--- src/rtl/boot_pkg.sv ---
package boot_pkg;

  typedef enum logic [2:0] {
    ST_IDLE,
    ST_CMD,
    ST_XFER,
    ST_FETCH,
    ST_DEC,
    ST_PSW,
    ST_PDONE
  } boot_st_e;

  localparam logic [7:0] OP_LOAD_READ = 8'h02;
  localparam logic [3:0] NIB_BRANCH   = 4'h8;
  localparam logic [3:0] NIB_INVALID  = 4'h0;
  localparam int         CHAIN_BIT    = 30;

  typedef struct packed {
    logic [7:0]  op;
    logic [23:0] addr;
    logic        chain;
    logic [15:0] count;
    logic        is_branch;
    logic        is_invalid;
  } cmd_word_t;

endpackage

--- src/rtl/boot_word_decode.sv ---
module boot_word_decode
  import boot_pkg::*;
(
  input  logic [63:0] word_i,
  output cmd_word_t   cw_o
);
  logic unused_bits;
  assign unused_bits = ^{word_i[31], word_i[29:16]};

  always_comb begin
    cw_o.op         = word_i[63:56];
    cw_o.addr       = word_i[55:32];
    cw_o.chain      = word_i[CHAIN_BIT];
    cw_o.count      = word_i[15:0];
    cw_o.is_branch  = (word_i[59:56] == NIB_BRANCH);
    cw_o.is_invalid = (word_i[59:56] == NIB_INVALID);
  end
endmodule

--- src/rtl/boot_byte_mover.sv ---
module boot_byte_mover #(
  parameter int AW    = 24,
  parameter int CNT_W = 16
) (
  input  logic             clk,
  input  logic             rst_n,
  input  logic             start_i,
  input  logic [AW-1:0]    base_i,
  input  logic [CNT_W-1:0] count_i,
  input  logic             active_i,
  input  logic             in_valid_i,
  input  logic [7:0]       in_data_i,
  output logic             in_ready_o,
  input  logic             wr_ready_i,
  output logic             wr_valid_o,
  output logic [AW-1:0]    wr_addr_o,
  output logic [7:0]       wr_data_o,
  output logic [CNT_W-1:0] taken_o
);
  logic [AW-1:0]    ptr_q;
  logic [CNT_W-1:0] rem_q;
  logic [CNT_W-1:0] taken_q;
  logic             room;
  logic             beat;

  assign room       = (rem_q != '0);
  assign wr_valid_o = active_i && in_valid_i && room;
  assign in_ready_o = active_i && (!room || wr_ready_i);
  assign wr_addr_o  = ptr_q;
  assign wr_data_o  = in_data_i;
  assign taken_o    = taken_q;
  assign beat       = wr_valid_o && wr_ready_i;

  always_ff @(posedge clk or negedge rst_n) begin
    if (!rst_n) begin
      ptr_q   <= '0;
      rem_q   <= '0;
      taken_q <= '0;
    end else if (start_i) begin
      ptr_q   <= base_i;
      rem_q   <= count_i;
      taken_q <= '0;
    end else if (beat) begin
      ptr_q   <= ptr_q + AW'(1);
      rem_q   <= rem_q - CNT_W'(1);
      taken_q <= taken_q + CNT_W'(1);
    end
  end

  // consecutive stored bytes land on consecutive addresses
  a_r10_addr_step: assert property (@(posedge clk) disable iff (!rst_n)
    (beat && rem_q != CNT_W'(1)) |=> (wr_addr_o == $past(wr_addr_o) + AW'(1)));

  // bytes past the count are consumed without moving the write pointer
  a_r2_drop_excess: assert property (@(posedge clk) disable iff (!rst_n)
    (in_valid_i && in_ready_o && !room) |=> $stable(wr_addr_o));
endmodule

--- src/rtl/boot_loader.sv ---
module boot_loader
  import boot_pkg::*;
#(
  parameter int AW         = 24,
  parameter int DEV_W      = 8,
  parameter int CNT_W      = 16,
  parameter int LOAD_BYTES = 24
) (
  input  logic             clk,
  input  logic             rst_n,
  input  logic             load_req,
  input  logic [DEV_W-1:0] dev_num,
  output logic             dcmd_valid,
  input  logic             dcmd_ready,
  output logic [7:0]       dcmd_op,
  output logic [DEV_W-1:0] dcmd_dev,
  input  logic             drec_valid,
  output logic             drec_ready,
  input  logic [7:0]       drec_data,
  input  logic             dend_valid,
  input  logic             dend_err,
  output logic             mem_wvalid,
  input  logic             mem_wready,
  output logic [AW-1:0]    mem_waddr,
  output logic [7:0]       mem_wdata,
  output logic             mem_ren,
  output logic [AW-1:0]    mem_raddr,
  input  logic [63:0]      mem_rdata,
  output logic             done_o,
  output logic [63:0]      psw_o,
  output logic             wait_o,
  output logic [DEV_W-1:0] err_dev_o
);
  localparam int            WORD_BYTES = 8;
  localparam logic [AW-1:0] STEP       = AW'(WORD_BYTES);
  localparam logic [CNT_W-1:0] FIRST_LEN = CNT_W'(LOAD_BYTES);

  boot_st_e         st_q;
  logic [DEV_W-1:0] dev_q, errdev_q;
  logic [7:0]       op_q;
  logic [AW-1:0]    daddr_q, pc_q;
  logic [CNT_W-1:0] cnt_q;
  logic             chain_q, first_q, prev_br_q;
  logic [63:0]      psw_q;
  logic             done_q, wait_q;

  cmd_word_t        cw;
  logic [CNT_W-1:0] taken;
  logic             start_xfer, mover_active, short_first, misaligned;
  logic [AW-1:0]    br_target;

  boot_word_decode u_dec (
    .word_i (mem_rdata),
    .cw_o   (cw)
  );

  assign start_xfer   = (st_q == ST_CMD) && dcmd_ready;
  assign mover_active = (st_q == ST_XFER);

  boot_byte_mover #(.AW(AW), .CNT_W(CNT_W)) u_mover (
    .clk        (clk),
    .rst_n      (rst_n),
    .start_i    (start_xfer),
    .base_i     (daddr_q),
    .count_i    (cnt_q),
    .active_i   (mover_active),
    .in_valid_i (drec_valid),
    .in_data_i  (drec_data),
    .in_ready_o (drec_ready),
    .wr_ready_i (mem_wready),
    .wr_valid_o (mem_wvalid),
    .wr_addr_o  (mem_waddr),
    .wr_data_o  (mem_wdata),
    .taken_o    (taken)
  );

  assign short_first = first_q && (taken < FIRST_LEN);
  assign br_target   = cw.addr[AW-1:0];
  assign misaligned  = |br_target[2:0];

  always_ff @(posedge clk or negedge rst_n) begin
    if (!rst_n) begin
      st_q      <= ST_IDLE;
      dev_q     <= '0;
      errdev_q  <= '0;
      op_q      <= '0;
      daddr_q   <= '0;
      pc_q      <= '0;
      cnt_q     <= '0;
      chain_q   <= 1'b0;
      first_q   <= 1'b0;
      prev_br_q <= 1'b0;
      psw_q     <= '0;
      done_q    <= 1'b0;
      wait_q    <= 1'b0;
    end else begin
      done_q <= 1'b0;
      unique case (st_q)
        ST_IDLE: begin
          if (load_req) begin
            dev_q     <= dev_num;
            op_q      <= OP_LOAD_READ;
            daddr_q   <= '0;
            cnt_q     <= FIRST_LEN;
            chain_q   <= 1'b1;
            first_q   <= 1'b1;
            prev_br_q <= 1'b0;
            pc_q      <= '0;
            wait_q    <= 1'b0;
            st_q      <= ST_CMD;
          end
        end
        ST_CMD: begin
          if (dcmd_ready) st_q <= ST_XFER;
        end
        ST_XFER: begin
          if (dend_valid) begin
            if (dend_err || short_first) begin
              wait_q   <= 1'b1;
              errdev_q <= dev_q;
              st_q     <= ST_IDLE;
            end else if (chain_q) begin
              pc_q <= pc_q + STEP;
              st_q <= ST_FETCH;
            end else begin
              st_q <= ST_PSW;
            end
          end
        end
        ST_FETCH: st_q <= ST_DEC;
        ST_DEC: begin
          if (cw.is_branch) begin
            if (prev_br_q || misaligned) begin
              wait_q   <= 1'b1;
              errdev_q <= dev_q;
              st_q     <= ST_IDLE;
            end else begin
              pc_q      <= br_target;
              prev_br_q <= 1'b1;
              st_q      <= ST_FETCH;
            end
          end else if (cw.is_invalid) begin
            wait_q   <= 1'b1;
            errdev_q <= dev_q;
            st_q     <= ST_IDLE;
          end else begin
            op_q      <= cw.op;
            daddr_q   <= cw.addr[AW-1:0];
            cnt_q     <= CNT_W'(cw.count);
            chain_q   <= cw.chain;
            first_q   <= 1'b0;
            prev_br_q <= 1'b0;
            st_q      <= ST_CMD;
          end
        end
        ST_PSW: st_q <= ST_PDONE;
        ST_PDONE: begin
          psw_q  <= mem_rdata;
          done_q <= 1'b1;
          st_q   <= ST_IDLE;
        end
        default: st_q <= ST_IDLE;
      endcase
    end
  end

  assign dcmd_valid = (st_q == ST_CMD);
  assign dcmd_op    = op_q;
  assign dcmd_dev   = dev_q;
  assign mem_ren    = (st_q == ST_FETCH) || (st_q == ST_PSW);
  assign mem_raddr  = (st_q == ST_PSW) ? '0 : pc_q;
  assign done_o     = done_q;
  assign psw_o      = psw_q;
  assign wait_o     = wait_q;
  assign err_dev_o  = errdev_q;

  // accepted request yields the synthesised read to the sampled device
  a_r1_first_cmd: assert property (@(posedge clk) disable iff (!rst_n)
    (st_q == ST_IDLE && load_req) |=>
      (dcmd_valid && dcmd_op == OP_LOAD_READ && dcmd_dev == $past(dev_num)));

  // an offered command is held until taken
  a_r10_cmd_hold: assert property (@(posedge clk) disable iff (!rst_n)
    (dcmd_valid && !dcmd_ready) |=>
      (dcmd_valid && $stable(dcmd_op) && $stable(dcmd_dev)));

  // completion is a single-cycle pulse
  a_r5_done_pulse: assert property (@(posedge clk) disable iff (!rst_n)
    done_o |=> !done_o);

  // completion and abort never coincide
  a_r5_done_excl: assert property (@(posedge clk) disable iff (!rst_n)
    done_o |-> !wait_o);

  // the wait state persists until a new request
  a_r6_wait_hold: assert property (@(posedge clk) disable iff (!rst_n)
    (wait_o && !load_req) |=> wait_o);

  // no device command is offered while waiting
  a_r6_no_cmd: assert property (@(posedge clk) disable iff (!rst_n)
    wait_o |-> !dcmd_valid);
endmodule

--- config.mk ---
export PLATFORM = sky130hd
export DESIGN_NAME = boot_loader
export DESIGN_NICKNAME = d
export VERILOG_FILES = /design/src/rtl/boot_pkg.sv /design/src/rtl/boot_word_decode.sv /design/src/rtl/boot_byte_mover.sv /design/src/rtl/boot_loader.sv
export SDC_FILE = /design/constraint.sdc
export NUM_CORES = 1
export LEC_CHECK = 0
export CAP_MARGIN = 20
export CORE_MARGIN = 2
export CORE_UTILIZATION = 51
export DETAILED_ROUTE_END_ITERATION = 12
export PLACE_DENSITY = 0.85
export SYNTH_ARGS = -nofsm -noshare
export SYNTH_HDL_FRONTEND = slang
export SYNTH_SLANG_ARGS = --single-unit
--- constraint.sdc ---
create_clock -name clk -period 3.13 [get_ports clk]
set_clock_uncertainty 0.15 [all_clocks]
set_input_delay 0.939 -clock clk [delete_from_list [all_inputs] [get_ports clk]]
set_output_delay 0.939 -clock clk [all_outputs]
set_load 0.05 [all_outputs]
# --- Yosys cells after proc, flatten, opt, wreduce, memory -nomap -nowiden ---
# Cells that the tools add are included.
word_totals:
  regBits: 216
  elab_cells: 126
  in_bits: 88
  out_inout_bits: 150
op_classes:
  muxes: 58
  reduce_logical: 26
  magnitude_cmp: 1
  add_sub_neg: 4
  n_eq_ne: 21
op_table:
  columns: ["cell", "count"]
  rows:
  - ["24-bit 2-to-1 mux", 11]
  - ["16-bit 2-to-1 mux", 7]
  - ["24-bit one-hot mux with 3 select lines", 1]
  - ["8-bit 2-to-1 mux", 8]
  - ["24-bit one-hot mux with 2 select lines", 1]
  - ["16-bit one-hot mux with 2 select lines", 1]
  - ["8-bit one-hot mux with 2 select lines", 2]
  - ["24-bit by 1-bit adder with 24-bit output (second input constant)", 1]
  - ["24-bit by 4-bit adder with 24-bit output (second input constant)", 1]
  - ["3-bit 2-to-1 mux", 6]
  - ["2-bit != test (second input constant)", 9]
  - ["3-bit one-hot mux with 6 select lines", 1]
  - ["16-bit by 1-bit adder with 16-bit output (second input constant)", 1]
  - ["16-bit by 5-bit less-than comparator with 1-bit output (second input constant)", 1]
  - ["16-bit nonzero test", 1]
  - ["16-bit by 1-bit subtractor with 16-bit output (second input constant)", 1]
  - ["1-bit 2-to-1 mux", 15]
  - ["3-bit != test (second input constant)", 4]
  - ["3-bit equality test (second input constant)", 3]
  - ["4-bit AND reduction", 2]
  - ["7-bit AND reduction", 1]
  - ["3-bit by 2-bit equality test with 1-bit output (second input constant)", 2]
  - ["1-bit logical AND", 6]
  - ["1-bit one-hot mux with 2 select lines", 3]
  - ["other kinds (16)", 21]

# --- Logic depth before layout (Yosys ltp) ---
depth:
  depth_word: 6
  depth_mapped: 10
  ltp_nobuf: 7

# --- Hierarchy ---
# From an unflattened synthesis, not the netlist that was laid out.
unflattened:
  hier_cells: 1224
  area_unflattened_um2: 11006.8
by_module_without_submodules:
  columns: ["mod", "cells_each", "seq_area_each_um2", "instances", "area_per_inst_um2"]
  rows:
  - ["boot_loader", 760, 4003.8, 1, 7030.5]
  - ["boot_byte_mover", 413, 1401.3, 1, 3580.9]
  - ["boot_word_decode", 51, 0.0, 1, 395.4]

# --- Worst setup path before layout ---
# Ideal clock, no wire load.
synth_path:
  path_kind: "flip-flop to output port"
  start: "register u_mover.rem_q[0]"
  end: "output port drec_ready"
  t_required_ns: 2.041
  path_slack_ns: -0.313
  path_buffers: 1
  arrival_ns: 2.354
  stages_incl_launch_ff: 8
  path_cell_list: "dfrtp_1 -> inv_1 -> ha_1 -> or3b_1 -> nor4_1 -> buf_2 -> a21oi_1 -> nor2_1"
synth_between:
  elab_chain_len: 4
synth_lines:
  columns: ["item", "line_no", "text"]
  rows:
  - ["start: declaration", "boot_byte_mover.sv:21", "logic [CNT_W-1:0] rem_q;"]
  - ["start signal: assignment", "boot_byte_mover.sv:41", "rem_q <= count_i;"]
  - ["start signal: assignment", "boot_byte_mover.sv:45", "rem_q <= rem_q - CNT_W'(1);"]
  - ["16-bit nonzero test", "boot_byte_mover.sv:26", "assign room = (rem_q != '0);"]
  - ["1-bit zero test", "boot_byte_mover.sv:28", "assign in_ready_o = active_i && (!room || wr_ready_i);"]
  - ["1-bit logical OR", "boot_byte_mover.sv:28", null]
  - ["1-bit logical AND", "boot_byte_mover.sv:28", null]
  - ["end: declaration", "boot_loader.sv:18", "output logic drec_ready,"]
# No other way between the ends.

# --- Final worst setup path ---
layout_path:
  start: "register u_mover.rem_q[1]"
  end: "output port drec_ready"
# The elaborated chain is that of the path after synthesis.

==> reports/results.ini <==
[cts]
cts_tree=done
clk_latency_ns=0.52
cts_made_buffers=24
cts_buffer_depth=3
cts.sinks=216
path_clk_slew_ns=0.06
htreeDepth=1
holdBufCountCts=0
cts-root-buf=clkbuf_16

[routing]
dr.pass1.iters=5
drc=0
routed_wl_mm=31.9
drt-initial-drc-count=831
via_per_inst=5.86
wl_per_cell_um=19.2
antenna_left=0
num_vias=9748

[global_route]
grt_overflow_total=0
grt_pass1_wl_mm=51.0
antenna_found_initial=0
grt_pass1_vias=9560
grt_max_degree=70
track_usage_pct=29.4

[synth]
synth_ff_type=dfrtp_1
synth_edf_count=0
yosys.area.top_type=dfrtp_1
yosys-top-cells-area=dfrtp_1, nand2_1, o21ai_0, nand3_1, nor2_1
yosysWarnings=0
syn_inst=1141
ys_types=74
ys_seq_elements=216
synth_nets=1233
avgSynthCellArea_um2=9.04
synthArstFlopShare_pct=100
yosys.area.top_type_share_pct=52.4
syn-cell-area_um2=10300
ys_seq_area_share_pct=52.4

[floorplan]
die_x_um=146
die-area_um2=21400
rows=52
die_h_um=146
start_util_pct=51.5
ios=238
fp.coreArea_um2=20000

[place]
port_buffers=221
place_area_um2=13000
hpwl_mm=22.6
gp_congestion=0.939

[power]
ir_drop_mv=0.796
total_power_uw=14900
powerDensity_nw_per_um2=1060
leakagePower_uw=0.00624

[setup_path]
critPathMaxFanout=2
worstPathRequired_ns=2.04
worst_ep_arrival_time_ns=2.25
crit_path_end_kind=primary output
reg2reg_setup_slack_ns=0.08
critical_path_class=reg -> out
cp-start-kind=flip-flop

[finish]
syn2layout_area_growth_pct=35.9
final_cell_mix=nand2_1, dfrtp_1, clkdlybuf4s50_1
final_common_cell=nand2_1
seqCellArea_um2=5410
fillers=1485
drive_gt1_share_pct=13.0
n_antenna_cell=0
nets=1467
final_area_um2=14000
multi_input_area_um2=4560
final_core_util_pct=69.9

[outcome]
status=finished, violations left
violations=negative setup slack

[sta]
min_period_ns=3.34
setup_viol_count_final=2
fmax_mhz=300
hold-worst-slack_ns=0.285
finalHoldViolCount=0
worst_pin_slew_ns=0.942
rsz0062_at_grt=true
slew_headroom_pct=36.6
post-route-period-util_pct=107
slew_viol_final=0
fin_ws_ns=-0.207
setup_tns_ns=-0.377

[worst_hold_path]
min_path_type=in -> async

[run]
drv_cap=0

[timing repair]
item | CTS | global route
cloned | 0 | 1
pin swaps | 3 | 1
buffers inserted | 2 | 0
setup endpoints to repair | 2 | 9
gates resized for setup | 9 | 2
[sequential cells by signal, summed over array words and instances (netlist names)]
register and flops:
st_q 3, wait_o 1, first_q 1, pc_q 24, u_mover.rem_q 16, dcmd_op 8
err_dev_o 8, dcmd_dev 8, daddr_q 24, cnt_q 16, done_o 1, psw_o 64
u_mover.taken_o 16, chain_q 1, u_mover.wr_addr_o 24, prev_br_q 1
[cell families after synthesis]
group,Yosys count,synth area share [%]
AOI/OAI and AO/OA,215,14.1
xor gates and xnor gates,14,1.19
adders and majority gates,4,0.485
buffers and inverters,94,4.20
DFF,216,52.4
muxes,20,2.15
and+or+nand+nor,578,25.5
[area by class of cell]
type / count / area share, %
multi-input cells: 832 / 32.5
clock inverters: 11 / 1.57
well taps: 270 / 2.41
flip-flops and latches: 216 / 38.6
clock buffers: 33 / 5.18
inverters: 19 / 0.509
repair buffers: 282 / 19.2
[per-layer routing]
metal  global-route usage, %  up-vias  routed length [µm]
met4                    10.1        0                1040
met5                       0        -                   0
met2                    46.7      482               15100
met3                    6.56       70                2890
li1                        -     4443                   -
met1                    40.5     4753               12900
[path summary, 6_finish.rpt]
path | cells past startpoint | to | startpoint
max | 7 | drec_ready | u_mover.rem_q[1]
min in group clk | 2 | psw_o[21] | psw_o[21]
min reg2reg | 2 | psw_o[21] | psw_o[21]
min | 1 | u_mover.wr_addr_o[19] | rst_n
max reg2reg | 9 | u_mover.wr_addr_o[21] | u_mover.rem_q[1]
max in group asynchronous | 2 | psw_o[29] | rst_n
[Yosys cell counts, drive strengths merged (5+ instances only)]
cell and number:
a21oi 36, a221o 6, a22oi 6, a2bb2oi 6
a31oi 14, a32oi 8, and2 28, and3 12
buf 21, clkbuf 54, dfrtp 216, inv 19
mux2 17, nand2 332, nand3 61, nand4 14
nor2 57, nor3 14, nor4 11, o211ai 13
o21ai 65, o22ai 8, o311ai 5, o31ai 10
or3 14, or4 13, xnor2 8, xor2 6
[worst max-delay path, stage by stage, from the launching register on]
cell and delay [ns]:
dfrtp_1 0.41, inv_2 0.09, ha_4 0.13, or3b_4 0.40
nor4_4 0.27, a21oi_2 0.12, nor2_4 0.16, buf_12 0.15
[report_power, final]
group | internal (µW) | switching (µW) | total, µW
clock network | 2120 | 1180 | 3300
registers | 3670 | 733 | 4410
logic | 2400 | 4790 | 7190
total | 8200 | 6700 | 14900
[through the flow]
stage          setup slack [ns]  cells
2_1_floorplan            0.0309   1141
3_3_place_gp             -0.412   1616
3_5_place_dp             -0.404   1616
4_1_cts                  -0.186   1662
5_1_grt                  -0.238   1663
6_report                 -0.207   1663
(Power assumes the default switching activity.)
